===== config.mk =====
export PLATFORM = sky130hd
export DESIGN_NAME = id_eeprom_reader
export DESIGN_NICKNAME = d
export VERILOG_FILES = /design/src/rtl/id_eeprom_reader.sv
export SDC_FILE = /design/constraint.sdc
export NUM_CORES = 1
export LEC_CHECK = 0
export BUFFER_PORTS_ARGS = -buffer_cell sky130_fd_sc_hd__buf_4
export CORE_MARGIN = 1.5
export CORE_UTILIZATION = 44
export CTS_CLUSTER_DIAMETER = 50
export DETAILED_ROUTE_END_ITERATION = 10
export PLACE_DENSITY = 0.7
export SKIP_LAST_GASP = 1
export SLEW_MARGIN = 25
export SYNTH_ARGS = -nofsm -noshare
export SYNTH_HDL_FRONTEND = slang
export SYNTH_SLANG_ARGS = --single-unit

===== constraint.sdc =====
create_clock -name clk -period 4.1 [get_ports clk]
set_input_delay 1.025 -clock clk [delete_from_list [all_inputs] [get_ports clk]]
set_output_delay 1.025 -clock clk [all_outputs]
set_load 0.01 [all_outputs]

===== src/rtl/id_eeprom_reader.sv =====
module id_eeprom_reader #(
  parameter int DIV    = 4,
  parameter int WORD_W = 16,
  parameter int NWORDS = 4,
  parameter int ADDR_W = 6
) (
  input  logic                     clk,
  input  logic                     rst_n,
  input  logic                     start,
  output logic                     busy,
  output logic                     done,
  output logic                     valid,
  output logic                     err,
  output logic [1:0]               status,
  output logic [WORD_W*NWORDS-1:0] id_words,
  output logic                     ee_cs,
  output logic                     ee_sck,
  output logic                     ee_mosi,
  input  logic                     ee_miso
);

  localparam int CMD_BITS = 3 + ADDR_W;
  localparam int TOTAL    = WORD_W * NWORDS;
  localparam int TW       = $clog2(DIV > 1 ? DIV : 2);
  localparam int CW       = $clog2(TOTAL + 1);
  localparam logic [CMD_BITS-1:0] CMD = {3'b110, {ADDR_W{1'b0}}};

  typedef enum logic [3:0] {
    IDLE, SEL, CMD_LO, CMD_HI, DUM_LO, DUM_HI, DAT_LO, DAT_HI, FIN
  } st_t;

  st_t                 state;
  logic [TW-1:0]       timer;
  logic [CW-1:0]       bcnt;
  logic [CMD_BITS-1:0] cmd_sr;
  logic [TOTAL-1:0]    shreg;
  logic                fail, valid_q, err_q, done_q;

  wire tick = (timer == '0);

  always_ff @(posedge clk or negedge rst_n) begin
    if (!rst_n) begin
      state   <= IDLE;
      timer   <= '0;
      bcnt    <= '0;
      cmd_sr  <= '0;
      shreg   <= '0;
      fail    <= 1'b0;
      valid_q <= 1'b0;
      err_q   <= 1'b0;
      done_q  <= 1'b0;
    end else begin
      done_q <= 1'b0;
      if (state == IDLE) begin
        if (start) begin
          state   <= SEL;
          timer   <= TW'(DIV - 1);
          bcnt    <= '0;
          cmd_sr  <= CMD;
          fail    <= 1'b0;
          valid_q <= 1'b0;
          err_q   <= 1'b0;
        end
      end else if (!tick) begin
        timer <= timer - 1'b1;
      end else begin
        timer <= TW'(DIV - 1);
        case (state)
          SEL:    state <= CMD_LO;
          CMD_LO: state <= CMD_HI;
          CMD_HI: begin
            cmd_sr <= cmd_sr << 1;
            if (bcnt == CW'(CMD_BITS - 1)) begin
              state <= DUM_LO;
              bcnt  <= '0;
            end else begin
              state <= CMD_LO;
              bcnt  <= bcnt + 1'b1;
            end
          end
          DUM_LO: state <= DUM_HI;
          DUM_HI: begin
            if (ee_miso) begin
              state <= FIN;
              fail  <= 1'b1;
            end else begin
              state <= DAT_LO;
            end
          end
          DAT_LO: state <= DAT_HI;
          DAT_HI: begin
            shreg <= {shreg[TOTAL-2:0], ee_miso};
            if (bcnt == CW'(TOTAL - 1)) begin
              state <= FIN;
            end else begin
              state <= DAT_LO;
              bcnt  <= bcnt + 1'b1;
            end
          end
          FIN: begin
            state   <= IDLE;
            valid_q <= !fail;
            err_q   <= fail;
            done_q  <= 1'b1;
          end
          default: state <= IDLE;
        endcase
      end
    end
  end

  assign ee_cs    = (state != IDLE) && (state != FIN);
  assign ee_sck   = (state == CMD_HI) || (state == DUM_HI) || (state == DAT_HI);
  assign ee_mosi  = ((state == CMD_LO) || (state == CMD_HI)) && cmd_sr[CMD_BITS-1];
  assign busy     = (state != IDLE);
  assign done     = done_q;
  assign valid    = valid_q;
  assign err      = err_q;
  assign status   = valid_q ? 2'b01 : (err_q ? 2'b10 : 2'b00);
  assign id_words = valid_q ? shreg : '0;

  wire [2:0] pins = {ee_cs, ee_sck, ee_mosi};

  p_sck_in_cs_r2: assert property (@(posedge clk) disable iff (!rst_n)
    ee_sck |-> ee_cs);

  p_select_quiet_r2: assert property (@(posedge clk) disable iff (!rst_n)
    $rose(ee_cs) |-> (!ee_sck && !ee_mosi));

  p_abort_r4: assert property (@(posedge clk) disable iff (!rst_n)
    (ee_sck && !ee_mosi && bcnt == '0 && tick && ee_miso && state == DUM_HI)
      |=> (!ee_cs && !ee_sck && !ee_mosi));

  p_done_idle_r6: assert property (@(posedge clk) disable iff (!rst_n)
    done |-> (!ee_cs && !ee_sck && !ee_mosi && !busy));

  p_flags_apart_r8: assert property (@(posedge clk) disable iff (!rst_n)
    !(valid && err));

  p_start_ignored_r9: assert property (@(posedge clk) disable iff (!rst_n)
    (busy && ee_cs && start) |=> busy);

  generate
    if (DIV >= 2) begin : g_hold
      p_pin_hold_r7: assert property (@(posedge clk) disable iff (!rst_n)
        (pins != $past(pins)) |=> (pins == $past(pins)));
    end
  endgenerate

endmodule


# After elaboration in Yosys (flattened, before gate mapping)
# Cells that the tools add are included.
# Widths: inputs -> output; s select.
[totals] reg_bits=90 elab_cells=83
[op_classes] n_addsub=2 eq_ne=13 mux=37 bitwise=1 n_reduce_logical=21
[ops] cell="$mux 64" count=1
[ops] cell="$mux 9" count=4
[ops] cell="$mux 7" count=5
[ops] cell="$pmux 4 s7" count=1
[ops] cell="$mux 4" count=5
[ops] cell="$eq 4x3->1 const B" count=4
[ops] cell="$mux 1" count=14
[ops] cell="$pmux 7 s2" count=1
[ops] cell="$mux 2" count=5
[ops] cell="$reduce_bool 2->1" count=5
[ops] cell="$reduce_and 3->1" count=3
[ops] cell="$eq 4x2->1 const B" count=2
[ops] cell="$reduce_and 4->1" count=2
[ops] cell="$add 7x1->7 const B" count=1
[ops] cell="$eq 7x4->1 const B" count=1
[ops] cell="$eq 7x6->1 const B" count=1
[ops] cell="$eq 4x1->1 const B" count=1
[ops] cell="$eq 4x4->1 const B" count=1
[ops] cell="$logic_not 4->1" count=1
[ops] cell="$ne 4x4->1 const B" count=1
[ops] cell="$reduce_bool 4->1" count=1
[ops] cell="$logic_or 1x1->1" count=3
[ops] cell="$mux 3" count=1
[ops] cell="$ne 3x3->1 const B" count=1
[ops] cell="other kinds (8)" count=9

# Longest topological paths before layout
# Gate-level depths: netlist of run 1.
[depth] word_depth=5 mapped_depth=7

# Worst setup path after synthesis of run 1
# No wires, ideal clock.
[synth_timing] path_type="reg-to-output" startpoint="register state[3]" endpoint="output busy" arrival_ns=1.189 t_required_ns=3.075 path_slack_ns=1.886 path_stages_with_launch=5 path_buffers=1 path_cell_list="dfrtp_1 -> buf_2 -> or2_2 -> nor3_4 -> inv_1"
[synth_via] elab_chain_len=1
[synth_lines] element="from (decl)" line="32" text="st_t state;"
[synth_lines] element="from (signal assigned)" line="43" text="state <= IDLE;"
[synth_lines] element="from (signal assigned)" line="56" text="state <= SEL;"
[synth_lines] element="from (signal assigned)" line="69" text="SEL: state <= CMD_LO;"
[synth_lines] element="$reduce_bool 4->1" line="115" text="assign busy = (state != IDLE);"
[synth_lines] element="to (decl)" line="10" text="output logic busy,"
# Every way passes these cells.

# Final worst setup path of run 1
# Ends and elaborated chain as after synthesis.

==> flow_summary.json, run 1 <==
{
  "core_sq_um": 8763,
  "setup_viol": 0,
  "fin_crit_sh_pct": 70.77,
  "grt_first_pass_wirelength_um": 12290,
  "dp_cells": 504,
  "synthesis.nets": 342,
  "dp_hpwl_um": 4941,
  "ys_types": 46,
  "grt_max_degree": 84,
  "design_area_sq_um": 4811,
  "end_kind": "output pin",
  "setup_tns_ns": 0,
  "cp_top_family": "simple AND/OR/NAND/NOR gates",
  "fin_crit_ns": 2.902,
  "arrival_ns": 1.88,
  "ys_seq_area_share_pct": 52.15,
  "final_core_util_pct": 54.90,
  "postSynthAreaPerCell_sq_um": 11.89,
  "cts_htree_levels": 3,
  "timing.rr.start": "timer[0]$_DFFE_PN0P_",
  "dr.pass1.iters": 4,
  "vdd_ir_drop_max_v": 0.0002982,
  "p_total_mw": 2.403,
  "hp-start": "timer[0]$_DFFE_PN0P_",
  "final_net_count": 414,
  "numCtsBuffers": 9,
  "grt.total_usage_pct": 15.73,
  "timing.critical_path.buf_inv": 2,
  "cts-hold-fix-buffers": 0,
  "p_comb_share_pct": 29.3,
  "crit_required_ns": 3.07,
  "drv_slew": 0,
  "cp_cell_sequence": "or2_2 > nor3_4 > inv_1 > buf_4",
  "first_global_vias": 2539,
  "port_buffers": 76,
  "path_class": "reg2out",
  "synth_ff_type": "dfrtp_1",
  "cp_max_fo": 10,
  "yosysWarnings": 0,
  "synth-seq-cells": 83,
  "route.detailed.drc": 0,
  "cp_slowest_cell": "dfrtp_1",
  "p_seq_share_pct": 43.5,
  "dieArea_sq_um": 9631,
  "place.gp.congestion": 0.7836,
  "rsz0062_at_grt": "false",
  "antenna_found_initial": 0,
  "hold_class": "reg2reg",
  "switching_share_pct": 34.75,
  "relSlewSlack_pct": 51.48,
  "clock-sinks": 83,
  "cts_max_path_buffers": 2,
  "floorplan.initialDensity_pct": 45.45,
  "drive_above_1_share_pct": 41.02,
  "rows": 34,
  "hold_viol": 0,
  "hold_depth": 1,
  "io_pins": 77,
  "cts-resized-gates": 0,
  "critPathMaxStageDelay_ns": 0.48,
  "yosys-top-cells-area": "dfrtp_1, mux2_2, and2_1",
  "area_delta_synth_final_pct": 20.80,
  "drtIter0Drc": 91,
  "synth_top_area_cell": "dfrtp_1",
  "seqCellArea_sq_um": 2077,
  "post_cts_buffers": 0,
  "r2r_slack_ns": 1.90,
  "status": "complete, no violations",
  "p_clk_share_pct": 27.2,
  "syn_inst": 335,
  "n_antenna_cell": 0,
  "synth_edf_count": 0,
  "die_w_um": 98.14,
  "final.setup_skew_ns": 0.008259,
  "drt-vias-per-instance": 5.119,
  "leakage_nw": 2.490,
  "powerDensity_nw_per_um2": 499.5,
  "hold-path-endpoint": "timer[0]$_DFFE_PN0P_",
  "fin_cells": 520,
  "reg2reg_depth": 7,
  "p_int_mw": 1.568,
  "clk_pin_slew_worst_paths_ns": 0.08,
  "root_buffer": "clkbuf_8",
  "postPlaceCellArea_sq_um": 4584,
  "nFillCells": 749,
  "startpoint_type": "flop",
  "max_cap_viol_count": 0,
  "vias": 2662,
  "wl_um": 7285,
  "multi_input_area_sq_um": 1738,
  "switchingPower_mw": 0.8351,
  "fmax_mhz": 344.6,
  "yosys.area.top_type_share_pct": 52.15,
  "async_reset_ff_share_pct": 100.0,
  "clk_latency_ns": 0.35,
  "detail-route-antenna-nets": 0,
  "routedWlPerCell_um": 14.01,
  "cts_tree": "yes",
  "overflow": 0,
  "r2r-end": "bcnt[5]$_DFFE_PN0P_",
  "die-height_um": 98.14,
  "synth_area_sq_um": 3983,
  "worstMarginPinSlew_ns": 0.7279
}
==> cell type report <==
cell class / instances / share of cell area (%)
clock buffers: 9 / 2.575
clock inverters: 7 / 2.055
inverters: 11 / 0.8583
multi-input cells: 223 / 36.12
flip-flops and latches: 83 / 43.17
well taps: 108 / 2.809
repair buffers: 79 / 12.41
==> flip-flops by register name, indices dropped and copies added (netlist names) <==
register and cells:
err 1, done 1, state 4, valid 1, cmd_sr 2, shreg 64, timer 2, bcnt 7
fail 1
==> power by group through the flow <==
| stage | clock [mW] | sequential (mW) | combinational, mW |
|---|---|---|---|
| finish | 0.654 | 1.04 | 0.704 |
| global route | 0.709 | 1.06 | 0.793 |
| CTS | 0.678 | 1.04 | 0.713 |
| detailed placement | 0 | 1.06 | 0.711 |
| global placement | 0 | 1.05 | 0.697 |
| floorplan | 0 | 0.992 | 0.582 |
==> worst max-delay path by stage <==
stage / startpoint / end / depth (start not counted)
2_1_floorplan: state[3]$_DFFE_PN0P_ / busy / 4
3_3_place_gp: state[3]$_DFFE_PN0P_ / busy / 4
3_5_place_dp: state[3]$_DFFE_PN0P_ / busy / 4
4_1_cts: state[3]$_DFFE_PN0P_ / busy / 4
5_1_grt: state[3]$_DFFE_PN0P_ / busy / 4
6_report: state[3]$_DFFE_PN0P_ / busy / 4
==> worst register-to-register path, stage by stage, from the launching register on <==
cell and delay (ns):
dfrtp_1 0.40, inv_1 0.06, ha_1 0.48, nand2_1 0.20, a21o_1 0.22, a211o_4 0.31
nand2b_4 0.19, o31ai_1 0.24
==> cell families (layout without fill, tap and decap cells) <==
group / Yosys count / after routing / synth area share (%)
compound gates: 35 / 35 / 6.535
simple gates: 119 / 119 / 17.56
flops: 83 / 83 / 52.15
mux: 66 / 66 / 18.60
fa+ha+maj: 3 / 3 / 0.9426
buf+inv: 29 / 106 / 4.210
==> cell usage after synthesis, types with 3 or more instances <==
cell type / number
dfrtp_1: 83
ha_1: 3
inv_1: 11
nand2_1: 17
buf_6: 7
a21oi_1: 3
nor3_1: 7
a31oi_1: 3
mux2_2: 64
o21ai_0: 9
nor2_1: 10
and2_1: 64
clkbuf_1: 8
nand3_1: 4
==> per-layer routing <==
layer / vias to the layer above / GRT usage [%] / wire [um]
met5: - / 0 / 0
met4: 0 / 6.501 / 83
met3: 7 / 3.508 / 365
met2: 70 / 23.61 / 3386
met1: 1295 / 22.20 / 3450
li1: 1290 / - / -
==> cell usage in the layout (no fill, tap or decap), types with 7 or more instances in the layout <==
cell type and count:
nor2_1 10, mux2_2 64, dfrtp_1 83, nand2_1 17, inv_1 11, o21ai_0 9
clkbuf_8 9, and2_1 64, buf_4 78, nor3_1 7
==> per-stage QoR <==
stage | setup slack, ns | hold slack [ns]
finish | 1.198 | 0.4725
global route | 1.080 | 0.5060
CTS | 1.178 | 0.4756
detailed placement | 1.580 | 0.4638
global placement | 1.660 | 0.4601
floorplan | 1.886 | 0.4430
No activity file was read; power rests on OpenSTA's default activity.
==> inputs of run 2 (changes only) <==
--- a/config.mk
+++ b/config.mk
@@ -10,7 +10,7 @@
 export CORE_UTILIZATION = 44
 export CTS_CLUSTER_DIAMETER = 50
 export DETAILED_ROUTE_END_ITERATION = 10
-export PLACE_DENSITY = 0.7
+export PLACE_DENSITY = 0.72
 export SKIP_LAST_GASP = 1
 export SLEW_MARGIN = 25
 export SYNTH_ARGS = -nofsm -noshare
==> constraint.sdc (replaced) <==
create_clock -name clk -period 2.4 [get_ports clk]
set_input_delay 0.6 -clock clk [delete_from_list [all_inputs] [get_ports clk]]
set_output_delay 0.6 -clock clk [all_outputs]
set_load 0.01 [all_outputs]
==> run 2 against run 1 <==
Effect of this change: setup slack got worse by 1.1 ns; final cell count rose by 1.2%; clock power rose by 56%; die area did not move; global-route usage rose by 0.12 points; critical path depth did not move; total power rose by 70%; core utilization rose by 0.53 points; via count rose by 1.2%; sequential share of layout area fell by 0.36 points; clock-buffer cell count rose by 1; critical endpoint unchanged; largest power group unchanged.
==> flow_summary.json, run 2 (same netlist as run 1, synthesis figures left out) <==
{
  "status": "complete, no violations",
  "switching_share_pct": 35.81,
  "crit_required_ns": 1.80,
  "numCtsBuffers": 9,
  "port_buffers": 76,
  "largest_reg_flops": 64,
  "p_clk_share_pct": 24.9,
  "drive_above_1_share_pct": 42.11,
  "relSlewSlack_pct": 66.12,
  "cts_max_path_buffers": 2,
  "final_core_util_pct": 55.43,
  "io_pins": 77,
  "dr.pass1.iters": 4,
  "design_area_sq_um": 4857,
  "core_sq_um": 8763,
  "critPathMaxStageDelay_ns": 0.47,
  "floorplan.initialDensity_pct": 45.45,
  "cts-hold-fix-buffers": 0,
  "wl_um": 7461,
  "switchingPower_mw": 1.463,
  "detail-route-antenna-nets": 0,
  "grt_max_degree": 53,
  "wl_met3_um": 370,
  "worstMarginPinSlew_ns": 0.5055,
  "route.detailed.drc": 0,
  "final.setup_skew_ns": 0.009386,
  "layout_common_cells": "buf_4, dfrtp_1, and2_1, mux2_2, nand2_1",
  "clk_pin_slew_worst_paths_ns": 0.09,
  "p_comb_share_pct": 32.1,
  "multi_input_area_sq_um": 1738,
  "dp_hpwl_um": 5182,
  "drv_slew": 0,
  "vdd_ir_drop_max_v": 0.0004827,
  "reg2reg_depth": 7,
  "max_cap_viol_count": 0,
  "final_net_count": 420,
  "grt.total_usage_pct": 15.85,
  "setup_viol": 0,
  "die-height_um": 98.14,
  "clock-sinks": 83,
  "clk_latency_ns": 0.35,
  "hold_class": "in2async",
  "timing.rr.start": "timer[0]$_DFFE_PN0P_",
  "drt-vias-per-instance": 5.124,
  "nFillCells": 752,
  "area_delta_synth_final_pct": 21.96,
  "fin_cells": 526,
  "path_class": "reg2out",
  "drt-met1-wl_um": 3541,
  "antenna_found_initial": 0,
  "grt_first_pass_wirelength_um": 12450,
  "r2r-end": "bcnt[3]$_DFFE_PN0P_",
  "startpoint_type": "flop",
  "fin_crit_sh_pct": 95.47,
  "drtIter0Drc": 133,
  "dp_cells": 509,
  "p_seq_share_pct": 43.0,
  "leakage_nw": 2.509,
  "arrival_ns": 1.69,
  "p_total_mw": 4.087,
  "met2_length_um": 3455,
  "powerDensity_nw_per_um2": 841.4,
  "cts_htree_levels": 3,
  "cts_tree": "yes",
  "fin_crit_ns": 2.291,
  "overflow": 0,
  "maxUsedRoutingLayer": "met4",
  "end_kind": "output pin",
  "r2r_slack_ns": 0.37,
  "fmax_mhz": 436.4,
  "regMostFlops": "shreg",
  "n_antenna_cell": 0,
  "hold_viol": 0,
  "root_buffer": "clkbuf_8",
  "rows": 34,
  "postPlaceCellArea_sq_um": 4647,
  "p_int_mw": 2.624,
  "seqCellArea_sq_um": 2079,
  "cp_cell_sequence": "or2_2 > nor3_4 > inv_1 > buf_4",
  "first_global_vias": 2492,
  "routedWlPerCell_um": 14.18,
  "die_w_um": 98.14,
  "place.gp.congestion": 0.9467,
  "cp_max_fo": 10,
  "rsz0062_at_grt": "false",
  "setup_tns_ns": 0,
  "final_common_cell": "buf_4",
  "cp_slowest_cell": "dfrtp_2",
  "reg.largest.list": "shreg x64, bcnt x7, state x4",
  "dieArea_sq_um": 9631,
  "vias": 2695
}
==> run 2: critical path, delay by kind of cell (launching register included) <==
kind | cells | cell delay, ns
flip-flops | 1 | 0.47
buffers and inverters | 2 | 0.31
AND/OR/NAND/NOR | 2 | 0.57
==> run 2: cell type report <==
type,count,area share (%)
clock inverters,6,1.494
repair buffers,85,13.65
multi-input cells,223,35.78
flip-flops and latches,83,42.81
inverters,11,0.8501
well taps,108,2.782
clock buffers,10,2.628
==> run 2: metrics by stage <==
| stage | setup WS (ns) | hold slack [ns] |
|---|---|---|
| after floorplan | 0.6110 | 0.3044 |
| after global placement | 0.4232 | 0.4581 |
| after detailed placement | 0.3657 | 0.4685 |
| after CTS | 0.09276 | 0.2121 |
| after global routing | 0.01603 | 0.2268 |
| final | 0.1086 | 0.1957 |
==> run 2: per-layer routing <==
layer	vias up	global-route usage, %
li1	1306	-
met1	1311	24.05
met2	67	22.60
met3	11	3.651
met4	0	4.875
met5	-	0
==> run 2: power by group through the flow <==
stage / Clock (mW) / Combinational (mW) / Sequential (mW)
after global placement: 0 / 1.27 / 1.77
after detailed placement: 0 / 1.30 / 1.78
final: 1.02 / 1.31 / 1.76
after global routing: 1.10 / 1.46 / 1.79
after floorplan: 0 / 0.995 / 1.69
after CTS: 1.04 / 1.32 / 1.75
==> run 2: how the worst max path moves through the flow <==
stage                          from  endpoint  slack, ns  cells after the start
5_1_grt        state[3]$_DFFE_PN0P_      busy       0.02                      4
2_1_floorplan  state[3]$_DFFE_PN0P_      busy       0.61                      4
6_report       state[3]$_DFFE_PN0P_      busy       0.11                      4
3_3_place_gp   state[3]$_DFFE_PN0P_      busy       0.42                      4
3_5_place_dp   state[3]$_DFFE_PN0P_      busy       0.37                      4
4_1_cts        state[3]$_DFFE_PN0P_      busy       0.09                      4
==> run 2: repair_timing <==
item                       in CTS  in global routing
resized for setup               0                  2
buffers inserted                1                  0
setup endpoints to repair       1                  2
pin swaps                       1                  0
